==> src/rtl/spi_reg_pkg.sv <==
package spi_reg_pkg;
  localparam int unsigned BYTE_W = 8;
  localparam int unsigned ADDR_W = 6;

  typedef enum logic [2:0] {
    ST_IDLE   = 3'd0,
    ST_RX     = 3'd1,
    ST_TX     = 3'd2,
    ST_FSTX   = 3'd3,
    ST_CAL    = 3'd4,
    ST_SETTLE = 3'd5,
    ST_RX_OVF = 3'd6,
    ST_TX_UNF = 3'd7
  } core_state_e;

  typedef struct packed {
    logic        not_rdy;
    core_state_e state;
    logic [3:0]  cnt;
  } status_t;

  typedef struct packed {
    logic              rd;
    logic              burst;
    logic [ADDR_W-1:0] addr;
  } hdr_t;
endpackage

==> src/rtl/spi_edge_sync.sv <==
module spi_edge_sync #(
  parameter int unsigned STAGES = 2  // minimum 2
) (
  input  logic clk_i,
  input  logic rst_ni,
  input  logic sclk_i,
  input  logic csn_i,
  input  logic si_i,
  output logic sclk_rise_o,
  output logic sclk_fall_o,
  output logic csn_o,
  output logic csn_fall_o,
  output logic si_o
);
  localparam int unsigned TOP = STAGES - 1;

  logic [STAGES-1:0] sclk_q, csn_q, si_q;
  logic sclk_d, csn_d;

  always_ff @(posedge clk_i or negedge rst_ni) begin
    if (!rst_ni) begin
      sclk_q <= '0;
      csn_q  <= '1;
      si_q   <= '0;
      sclk_d <= 1'b0;
      csn_d  <= 1'b1;
    end else begin
      sclk_q <= {sclk_q[STAGES-2:0], sclk_i};
      csn_q  <= {csn_q[STAGES-2:0], csn_i};
      si_q   <= {si_q[STAGES-2:0], si_i};
      sclk_d <= sclk_q[TOP];
      csn_d  <= csn_q[TOP];
    end
  end

  assign sclk_rise_o = sclk_q[TOP] & ~sclk_d;
  assign sclk_fall_o = ~sclk_q[TOP] & sclk_d;
  assign csn_o       = csn_q[TOP];
  assign csn_fall_o  = ~csn_q[TOP] & csn_d;
  assign si_o        = si_q[TOP];
endmodule

==> src/rtl/spi_cfg_bank.sv <==
module spi_cfg_bank #(
  parameter int unsigned NUM_REGS = 47,
  parameter int unsigned ADDR_W   = 6,
  parameter int unsigned DATA_W   = 8
) (
  input  logic                       clk_i,
  input  logic                       rst_ni,
  input  logic                       we_i,
  input  logic [ADDR_W-1:0]          waddr_i,
  input  logic [DATA_W-1:0]          wdata_i,
  input  logic [ADDR_W-1:0]          raddr_i,
  output logic [DATA_W-1:0]          rdata_o,
  output logic [NUM_REGS*DATA_W-1:0] regs_o
);
  localparam logic [ADDR_W-1:0] LAST_ADDR = ADDR_W'(NUM_REGS - 1);

  logic [DATA_W-1:0] mem [NUM_REGS];

  always_ff @(posedge clk_i or negedge rst_ni) begin
    if (!rst_ni) begin
      for (int i = 0; i < NUM_REGS; i++) mem[i] <= '0;
    end else if (we_i && waddr_i <= LAST_ADDR) begin
      mem[waddr_i] <= wdata_i;
    end
  end

  assign rdata_o = (raddr_i <= LAST_ADDR) ? mem[raddr_i] : '0;

  for (genvar g = 0; g < NUM_REGS; g++) begin : g_flat
    assign regs_o[g*DATA_W +: DATA_W] = mem[g];
  end

  assert_wr_range_R9: assert property (@(posedge clk_i) disable iff (!rst_ni)
    (we_i && waddr_i > LAST_ADDR) |=> $stable(regs_o));
endmodule

==> src/rtl/spi_frame_ctrl.sv <==
module spi_frame_ctrl
  import spi_reg_pkg::*;
#(
  parameter int unsigned NUM_REGS = 47,
  parameter int unsigned CNT_W    = 7   // minimum 4
) (
  input  logic              clk_i,
  input  logic              rst_ni,
  input  logic              sclk_rise_i,
  input  logic              sclk_fall_i,
  input  logic              csn_i,
  input  logic              csn_fall_i,
  input  logic              si_i,
  input  logic              not_rdy_i,
  input  core_state_e       state_i,
  input  logic [CNT_W-1:0]  rx_cnt_i,
  input  logic [CNT_W-1:0]  tx_cnt_i,
  input  logic [BYTE_W-1:0] rdata_i,
  output logic              so_o,
  output logic              we_o,
  output logic [ADDR_W-1:0] waddr_o,
  output logic [BYTE_W-1:0] wdata_o,
  output logic [ADDR_W-1:0] raddr_o
);
  localparam logic [ADDR_W-1:0] LAST_ADDR = ADDR_W'(NUM_REGS - 1);
  localparam int unsigned BIT_W = $clog2(BYTE_W);

  function automatic logic [3:0] sat4(input logic [CNT_W-1:0] c);
    return (c >= CNT_W'(15)) ? 4'hF : c[3:0];
  endfunction

  logic [BIT_W-1:0]  bit_cnt;
  logic              in_hdr, load_pend;
  logic              rd_q, burst_q;
  logic [ADDR_W-1:0] addr_q;
  logic [3:0]        rx_snap, tx_snap;
  logic [BYTE_W-2:0] sh_in;
  logic [BYTE_W-1:0] sh_out;
  logic              we_q;
  logic [ADDR_W-1:0] waddr_q;
  logic [BYTE_W-1:0] wdata_q;

  hdr_t              hdr_in;
  logic [BYTE_W-1:0] byte_in;
  status_t           hdr_st, wr_st;
  logic [BYTE_W-1:0] next_out;
  logic [ADDR_W-1:0] next_addr;

  assign byte_in   = {sh_in, si_i};
  assign hdr_in    = hdr_t'(byte_in);
  assign hdr_st    = '{not_rdy: not_rdy_i, state: state_i, cnt: 4'h0};
  assign wr_st     = '{not_rdy: not_rdy_i, state: state_i, cnt: sat4(tx_cnt_i)};
  assign next_out  = in_hdr ? BYTE_W'(hdr_st) : (rd_q ? rdata_i : BYTE_W'(wr_st));
  assign next_addr = (addr_q >= LAST_ADDR) ? '0 : addr_q + 1'b1;

  always_ff @(posedge clk_i or negedge rst_ni) begin
    if (!rst_ni) begin
      bit_cnt   <= '0;
      in_hdr    <= 1'b1;
      load_pend <= 1'b0;
      rd_q      <= 1'b0;
      burst_q   <= 1'b0;
      addr_q    <= '0;
      rx_snap   <= '0;
      tx_snap   <= '0;
      sh_in     <= '0;
      sh_out    <= '0;
      we_q      <= 1'b0;
      waddr_q   <= '0;
      wdata_q   <= '0;
    end else begin
      we_q <= 1'b0;
      if (csn_i) begin
        bit_cnt   <= '0;
        in_hdr    <= 1'b1;
        load_pend <= 1'b0;
        rd_q      <= 1'b0;
        burst_q   <= 1'b0;
      end else if (csn_fall_i) begin
        sh_out  <= BYTE_W'(hdr_st);
        rx_snap <= sat4(rx_cnt_i);
        tx_snap <= sat4(tx_cnt_i);
      end else if (sclk_rise_i) begin
        sh_in   <= byte_in[BYTE_W-2:0];
        bit_cnt <= bit_cnt + 1'b1;
        // direction bit arrives first: fill the count field before it shifts out
        if (in_hdr && bit_cnt == '0) sh_out[3:0] <= si_i ? rx_snap : tx_snap;
        if (bit_cnt == BIT_W'(BYTE_W - 1)) begin
          load_pend <= 1'b1;
          if (in_hdr) begin
            rd_q    <= hdr_in.rd;
            burst_q <= hdr_in.burst;
            addr_q  <= hdr_in.addr;
            in_hdr  <= 1'b0;
          end else begin
            if (!rd_q) begin
              we_q    <= 1'b1;
              waddr_q <= addr_q;
              wdata_q <= byte_in;
            end
            if (burst_q) addr_q <= next_addr;
            else         in_hdr <= 1'b1;
          end
        end
      end else if (sclk_fall_i) begin
        if (load_pend) begin
          load_pend <= 1'b0;
          sh_out    <= next_out;
          if (in_hdr) begin
            rx_snap <= sat4(rx_cnt_i);
            tx_snap <= sat4(tx_cnt_i);
          end
        end else begin
          sh_out <= {sh_out[BYTE_W-2:0], 1'b0};
        end
      end
    end
  end

  assign so_o    = sh_out[BYTE_W-1];
  assign we_o    = we_q;
  assign waddr_o = waddr_q;
  assign wdata_o = wdata_q;
  assign raddr_o = addr_q;

  assert_so_edge_R4: assert property (@(posedge clk_i) disable iff (!rst_ni)
    (!sclk_fall_i && !csn_fall_i) |=> $stable(so_o));

  assert_csn_clear_R10: assert property (@(posedge clk_i) disable iff (!rst_ni)
    $rose(csn_i) |=> (in_hdr && bit_cnt == '0 && !burst_q));

  assert_we_dir_R5: assert property (@(posedge clk_i) disable iff (!rst_ni)
    we_o |-> !rd_q);

  assert_we_single_R5: assert property (@(posedge clk_i) disable iff (!rst_ni)
    we_o |=> !we_o);

  assert_snap_hold_R11: assert property (@(posedge clk_i) disable iff (!rst_ni)
    (!csn_fall_i && !(sclk_fall_i && load_pend)) |=> ($stable(rx_snap) && $stable(tx_snap)));
endmodule

==> src/rtl/spi_reg_if.sv <==
module spi_reg_if
  import spi_reg_pkg::*;
#(
  parameter int unsigned NUM_REGS    = 47,
  parameter int unsigned CNT_W       = 7,
  parameter int unsigned SYNC_STAGES = 2
) (
  input  logic                       clk_i,
  input  logic                       rst_ni,
  input  logic                       sclk_i,
  input  logic                       csn_i,
  input  logic                       si_i,
  output logic                       so_o,
  input  logic                       ready_i,
  input  logic [2:0]                 state_i,
  input  logic [CNT_W-1:0]           rx_level_i,
  input  logic [CNT_W-1:0]           tx_free_i,
  output logic [NUM_REGS*BYTE_W-1:0] cfg_regs_o
);
  logic sclk_rise, sclk_fall, csn_s, csn_fall, si_s;
  logic              we;
  logic [ADDR_W-1:0] waddr, raddr;
  logic [BYTE_W-1:0] wdata, rdata;

  spi_edge_sync #(.STAGES(SYNC_STAGES)) u_sync (
    .clk_i       (clk_i),
    .rst_ni      (rst_ni),
    .sclk_i      (sclk_i),
    .csn_i       (csn_i),
    .si_i        (si_i),
    .sclk_rise_o (sclk_rise),
    .sclk_fall_o (sclk_fall),
    .csn_o       (csn_s),
    .csn_fall_o  (csn_fall),
    .si_o        (si_s)
  );

  spi_frame_ctrl #(.NUM_REGS(NUM_REGS), .CNT_W(CNT_W)) u_ctrl (
    .clk_i       (clk_i),
    .rst_ni      (rst_ni),
    .sclk_rise_i (sclk_rise),
    .sclk_fall_i (sclk_fall),
    .csn_i       (csn_s),
    .csn_fall_i  (csn_fall),
    .si_i        (si_s),
    .not_rdy_i   (~ready_i),
    .state_i     (core_state_e'(state_i)),
    .rx_cnt_i    (rx_level_i),
    .tx_cnt_i    (tx_free_i),
    .rdata_i     (rdata),
    .so_o        (so_o),
    .we_o        (we),
    .waddr_o     (waddr),
    .wdata_o     (wdata),
    .raddr_o     (raddr)
  );

  spi_cfg_bank #(.NUM_REGS(NUM_REGS), .ADDR_W(ADDR_W), .DATA_W(BYTE_W)) u_bank (
    .clk_i   (clk_i),
    .rst_ni  (rst_ni),
    .we_i    (we),
    .waddr_i (waddr),
    .wdata_i (wdata),
    .raddr_i (raddr),
    .rdata_o (rdata),
    .regs_o  (cfg_regs_o)
  );
endmodule

==> config.mk <==
export PLATFORM = sky130hd
export DESIGN_NAME = spi_reg_if
export DESIGN_NICKNAME = d
export VERILOG_FILES = /design/src/rtl/spi_reg_pkg.sv /design/src/rtl/spi_edge_sync.sv /design/src/rtl/spi_cfg_bank.sv /design/src/rtl/spi_frame_ctrl.sv /design/src/rtl/spi_reg_if.sv
export SDC_FILE = /design/constraint.sdc
export NUM_CORES = 1
export LEC_CHECK = 0
export BUFFER_PORTS_ARGS = -buffer_cell sky130_fd_sc_hd__clkbuf_2
export CAP_MARGIN = 10
export CELL_PAD_IN_SITES_DETAIL_PLACEMENT = 2
export CELL_PAD_IN_SITES_GLOBAL_PLACEMENT = 2
export CORE_UTILIZATION = 35
export CTS_CLUSTER_SIZE = 14
export DETAILED_ROUTE_END_ITERATION = 12
export MAX_ROUTING_LAYER = met4
export PLACE_DENSITY = 0.85
export SETUP_SLACK_MARGIN = 0.15
export SYNTH_ARGS = -nofsm -noshare
export SYNTH_HDL_FRONTEND = slang
export SYNTH_SLANG_ARGS = --single-unit
==> constraint.sdc <==
create_clock -name clk_i -period 2.5 [get_ports clk_i]
set_clock_uncertainty 0.1 [all_clocks]
set_input_delay 0.75 -clock clk_i [delete_from_list [all_inputs] [get_ports clk_i]]
set_output_delay 0.75 -clock clk_i [all_outputs]
set_load 0.02 [all_outputs]
Yosys cells after proc, flatten, opt, wreduce, memory -nomap -nowiden --
Cells that the tools add are included. Widths: inputs -> output; s select.
Storage, ports and cells: logic and storage cells 177, register bits after elaboration 435
Operators by class: reduce and logical (&&, ||, !) cells 23, order comparisons 8, bitwise operators 12, equal/unequal tests 5, add/sub/neg operators 2, muxes and demuxes 61
Operators with widths (number):
- $bwmux 376 | 1
- $mux 8 | 9
- $mux 4 | 16
- $bmux 8 s6 | 1
- $demux 8 s6 | 1
- $mux 1 | 27
- $mux 6 | 3
- $reduce_and 3->1 | 5
- $ge 7x4->1 const B | 2
- $ge 7x7->1 const B | 2
- $not 6->7 | 2
- $reduce_bool 2->1 | 7
- $le 6x6->1 const B | 2
- $reduce_and 5->1 | 2
- $mux 3 | 3
- $lt 7x1->1 const B | 1
- $not 1->1 | 7
- $add 6x1->6 const B | 1
- $ge 6x6->1 const B | 1
- $ne 3x1->1 const B | 2
- $reduce_and 6->1 | 1
- $reduce_bool 3->1 | 2
- $ne 2x1->1 const B | 2
- $reduce_and 4->1 | 1
- 6 further kinds | 10

Depth between registers and ports, before layout --
word-level depth 11, depth in mapped cells 11, mapped depth without buffers 8

Cells and area by module --
Synthesis repeated with hierarchy kept, for this count alone.
Second synthesis, totals: cells, all modules 1396, area, all modules 20164.3 um2
By module, submodules not included:
- spi_cfg_bank | instances 1, cells an instance 1141, area each 17392.9 um2
- spi_frame_ctrl | instances 1, cells an instance 243, area each 2542.4 um2
- spi_edge_sync | instances 1, cells an instance 11, area each 225.2 um2
- spi_reg_if | instances 1, cells an instance 1, area each 3.8 um2

Worst setup path after synthesis --
OpenSTA, ideal clock, no wires.
path kind register to register, from register u_ctrl.addr_q[0], in the netlist u_ctrl.raddr_o[0], to register u_ctrl.sh_out[7], cell stages (with the launch flop) 12, required time 2.276 ns, arrival time 2.224 ns, period minus slack after synthesis 2.447 ns, setup slack 0.053 ns, cells stage by stage dfrtp_1 > buf_6 > buf_6 > buf_4 > clkinv_1 > ha_1 > nand4b_1 > a21boi_0 > a21oi_1 > a21oi_1 > o31ai_1 > o31a_1
On the way: longest elaborated chain between the ends 11, elaborated cells between the ends (all ways) 12, those cells by class 1 x order compare; 10 x mux; 1 x bitwise
RTL lines:
- start: declaration | line spi_frame_ctrl.sv:35 | logic [ADDR_W-1:0] addr_q;
- start signal: assignment | line spi_frame_ctrl.sv:93 | addr_q <= hdr_in.addr;
- start signal: assignment | line spi_frame_ctrl.sv:101 | if (burst_q) addr_q <= next_addr;
- $not 6->7 (not written as such) | line spi_cfg_bank.sv:27 | assign rdata_o = (raddr_i <= LAST_ADDR) ? mem[raddr_i] : '0;
- $bmux 8 s6 | line spi_cfg_bank.sv:27
- $mux 8 (not written as such) (2 in series) | line spi_cfg_bank.sv:27
- $mux 8 * | line spi_cfg_bank.sv:27
- $mux 8 * (2 in series) | line spi_frame_ctrl.sv:53 | assign next_out = in_hdr ? BYTE_W'(hdr_st) : (rd_q ? rdata_i : BYTE_W'(wr_st));
- $mux 8 * | line spi_frame_ctrl.sv:106 | if (load_pend) begin
- $mux 8 * | line spi_frame_ctrl.sv:105 | end else if (sclk_fall_i) begin
- $mux 4 * | line spi_frame_ctrl.sv:83 | end else if (sclk_rise_i) begin
- $mux 8 * | line spi_frame_ctrl.sv:79 | end else if (csn_fall_i) begin
- end signal: assignment | line spi_frame_ctrl.sv:80 | sh_out <= BYTE_W'(hdr_st);
- end signal: assignment | line spi_frame_ctrl.sv:108 | sh_out <= next_out;
- end signal: assignment | line spi_frame_ctrl.sv:114 | sh_out <= {sh_out[BYTE_W-2:0], 1'b0};
- end: declaration | line spi_frame_ctrl.sv:38 | logic [BYTE_W-1:0] sh_out;
Every way passes the cells marked *; elsewhere a longest branch is shown, timed or not. The select of a mux whose other input is x is not followed. A chain may end at the register's enable or synchronous reset.

Worst setup path after layout --
from register u_ctrl.addr_q[0], in the netlist u_ctrl.raddr_o[0], to register u_ctrl.sh_out[1]
The elaborated chain is that of the path after synthesis.

==> qor.yml <==
status: "finished, violations left"
failed_checks: "setup timing"
grt_setup_unrepaired: "true"
fillCellCount: 5575
ys_types: 67
numCtsBuffers: 50
finalSetupTns_ns: -0.849
syn_area_per_cell_um2: 14.2
netlist_instances: 1436
start_kind: "flop"
seqCellArea_mm2: 0.0109
ys_seq_area_share_pct: 53.3
first_pass_iters: 5
antenna_found_initial: 2
drt-initial-drc-count: 1671
die_h_um: 244
synth.top_cells.by_count: "dfrtp_1, mux2_2, nand2_1"
finalCritPeriodShare_pct: 110
hold_ws_ns: 0.173
viasPerCell: 6.15
worst_pin_slew_ns: 1.24
clock_path_buffers: 3
die_area_mm2: 0.0594
synth-main-ff-cell: "dfrtp_1"
die_w_um: 244
yosys.area.top_type: "dfrtp_1"
grt_overflow: 0
synth_edf_count: 0
synth_area_mm2: 0.0205
area.growth.synth_to_final_pct: 29.6
critPathMaxStageDelay_ns: 0.55
port-buffer-count: 399
path_clk_slew_ns: 0.07
placed_cell_area_mm2: 0.0240
synth_seq_cells: 435
r2r_slack_ns: -0.25
crit_type: "flop to flop"
num_rows: 88
period_minus_slack_ns: 2.75
ctsRootBufferMaster: "clkbuf_16"
maxCapViolCount: 0
grt_pass1_wl_mm: 141
route.antenna.remaining_nets: 0
wl_per_cell_um: 38.3
final_core_util_pct: 45.9
io_pins: 400
fin_area_mm2: 0.0265
synth_top_cell_area_share_pct: 52.7
grt_pass1_vias: 18200
p_leak_nw: 13.1
fin_cells: 2741
gp_congestion: 0.905
fin_nets: 1958
cts_tree: "yes"
wirelength_mm: 105
total_power_mw: 16.3
crit_slowest_cell: "dfrtp_4"
slew_headroom_pct: 17.2
crit_path_cell_trace: "buf_6 -> buf_16 -> and2b_2 -> a22oi_1 -> a41oi_2 -> a2111oi_4 -> o221ai_2 -> a21oi_2"
grt_max_degree: 61
ys_warn_count: 0
remaining_drc_errors: 0
dp.final_hpwl_mm: 62.7
synthesis.nets: 1464
core_area_mm2: 0.0577
cts_max_level: 2
clk-insertion-delay-late_ns: 0.63
setup_viol: 8
arrival_ns: 3.16
dp.cells: 2617
initial_utilization_pct: 35.4
slew_viol_final: 0
vias: 16800
multi_input_area_mm2: 0.00928
drive_gt1_share_pct: 60.3
ys_async_sr_fraction_pct: 100
synth_most_common_cell: "dfrtp_1"
grt_usage_pct: 33.8
worstPathMaxFanout: 11
yosys-top-cells-area: "dfrtp_1, mux2_2, mux4_1"
hold_violations: 0
fin_ws_ns: -0.250
endpoint_kind: "flop"
powerDensity_mw_per_mm2: 613
pre_cts_slack_ns: -0.0930
clkSinkCount: 435
worstPathRequired_ns: 2.91
hold_class: "input pin to flop"
max_freq_mhz: 364
ir_drop_mv: 0.478
-- kinds of logic after synthesis --
kind of cell	after synthesis	share of synthesized area, %
fa+ha+maj	5	0.306
compound gates	137	4.43
flops	435	53.3
mux	523	33.8
simple gates	223	5.32
buf+inv	112	2.86
xor+xnor	1	0.0428
-- layout by cell type, fill, tap and decap left out, types with 6 or more instances in the layout --
master and count:
a21oi_1 30, a22oi_1 10, and2_1 7, buf_12 22, buf_4 111, buf_6 6, bufinv_16 9, clkbuf_1 8
clkbuf_16 51, clkbuf_2 398, clkbuf_8 11, clkinv_2 8, dfrtp_1 425, inv_1 7, mux2_2 392, mux2i_1 39
mux4_1 21, mux4_2 62, nand2_1 62, nand2_2 15, nand2b_1 7, nor2_1 55, nor2_2 19, nor2b_1 8
o211ai_1 6, o21ai_0 23, o21ai_1 6
-- timing repair --
action	CTS	global route
pin swaps	6	12
gates resized for setup	82	41
buffers inserted	10	12
hold buffers	1	0
cloned	2	0
setup endpoints to repair	197	234
hold endpoints to repair	30	0
-- flip-flops by register name, summed over array words and instances (netlist names) --
name and flops:
u_ctrl.burst_q 1, u_sync.sclk_q 2, u_sync.sclk_d 1, u_ctrl.we_o 1, u_ctrl.rd_q 1, u_sync.csn_d 1, u_ctrl.rx_snap 4, u_ctrl.in_hdr 1
u_ctrl.raddr_o 6, u_ctrl.sh_in 7, u_ctrl.waddr_o 6, u_ctrl.load_pend 1, u_ctrl.sh_out 8, u_bank.regs_o 376, u_ctrl.tx_snap 4, u_ctrl.wdata_o 8
u_sync.si_q 2, u_ctrl.bit_cnt 3, u_sync.csn_q 2
-- where the power goes --
part           internal, mW  switching, mW  total, mW  leakage (nW)
Combinational         0.147          0.308      0.455          6.24
Clock                  5.03           3.56       8.59         0.895
Sequential             7.11         0.0970       7.20          5.98
-- routing by layer --
metal	up-vias	share of wire, %	GRT usage (%)
met1	8990	37	39.9
li1	6304	-	-
met2	1142	48	55.2
met4	0	6.3	17.6
met3	410	7.8	6.06
met5	-	0	-
-- worst paths after layout --
check                                               from                              to  cells after the start
setup / recovery           u_ctrl.raddr_o[0]$_DFFE_PN0P_    u_ctrl.sh_out[1]$_DFFE_PN0P_                      8
hold / removal                                     csn_i       u_sync.csn_q[0]$_DFF_PN1_                      1
setup reg to reg           u_ctrl.raddr_o[0]$_DFFE_PN0P_    u_ctrl.sh_out[1]$_DFFE_PN0P_                      8
hold reg to reg                u_sync.csn_q[0]$_DFF_PN1_       u_sync.csn_q[1]$_DFF_PN1_                      0
max in group asynchronous                         rst_ni       u_sync.csn_q[1]$_DFF_PN1_                      4
min in group asynchronous                         rst_ni  u_bank.regs_o[349]$_DFFE_PN0P_                      2
-- critical path, delay by kind of cell (launching register included) --
kind | cells | cell delay (ns)
AOI/OAI and AO/OA | 5 | 1.40
buffers and inverters | 2 | 0.33
DFF | 1 | 0.55
and+or+nand+nor | 1 | 0.24
-- final cells by class --
class / count / share of cell area (%)
diodes: 4 / 0.0378
clock buffers: 70 / 5.50
clock inverters: 24 / 1.44
inverters: 10 / 0.161
multi-input cells: 889 / 35.0
flip-flops and latches: 435 / 41.2
well taps: 765 / 3.61
repair buffers: 544 / 13.1
Note: power is estimated with default switching activity, not from simulation.
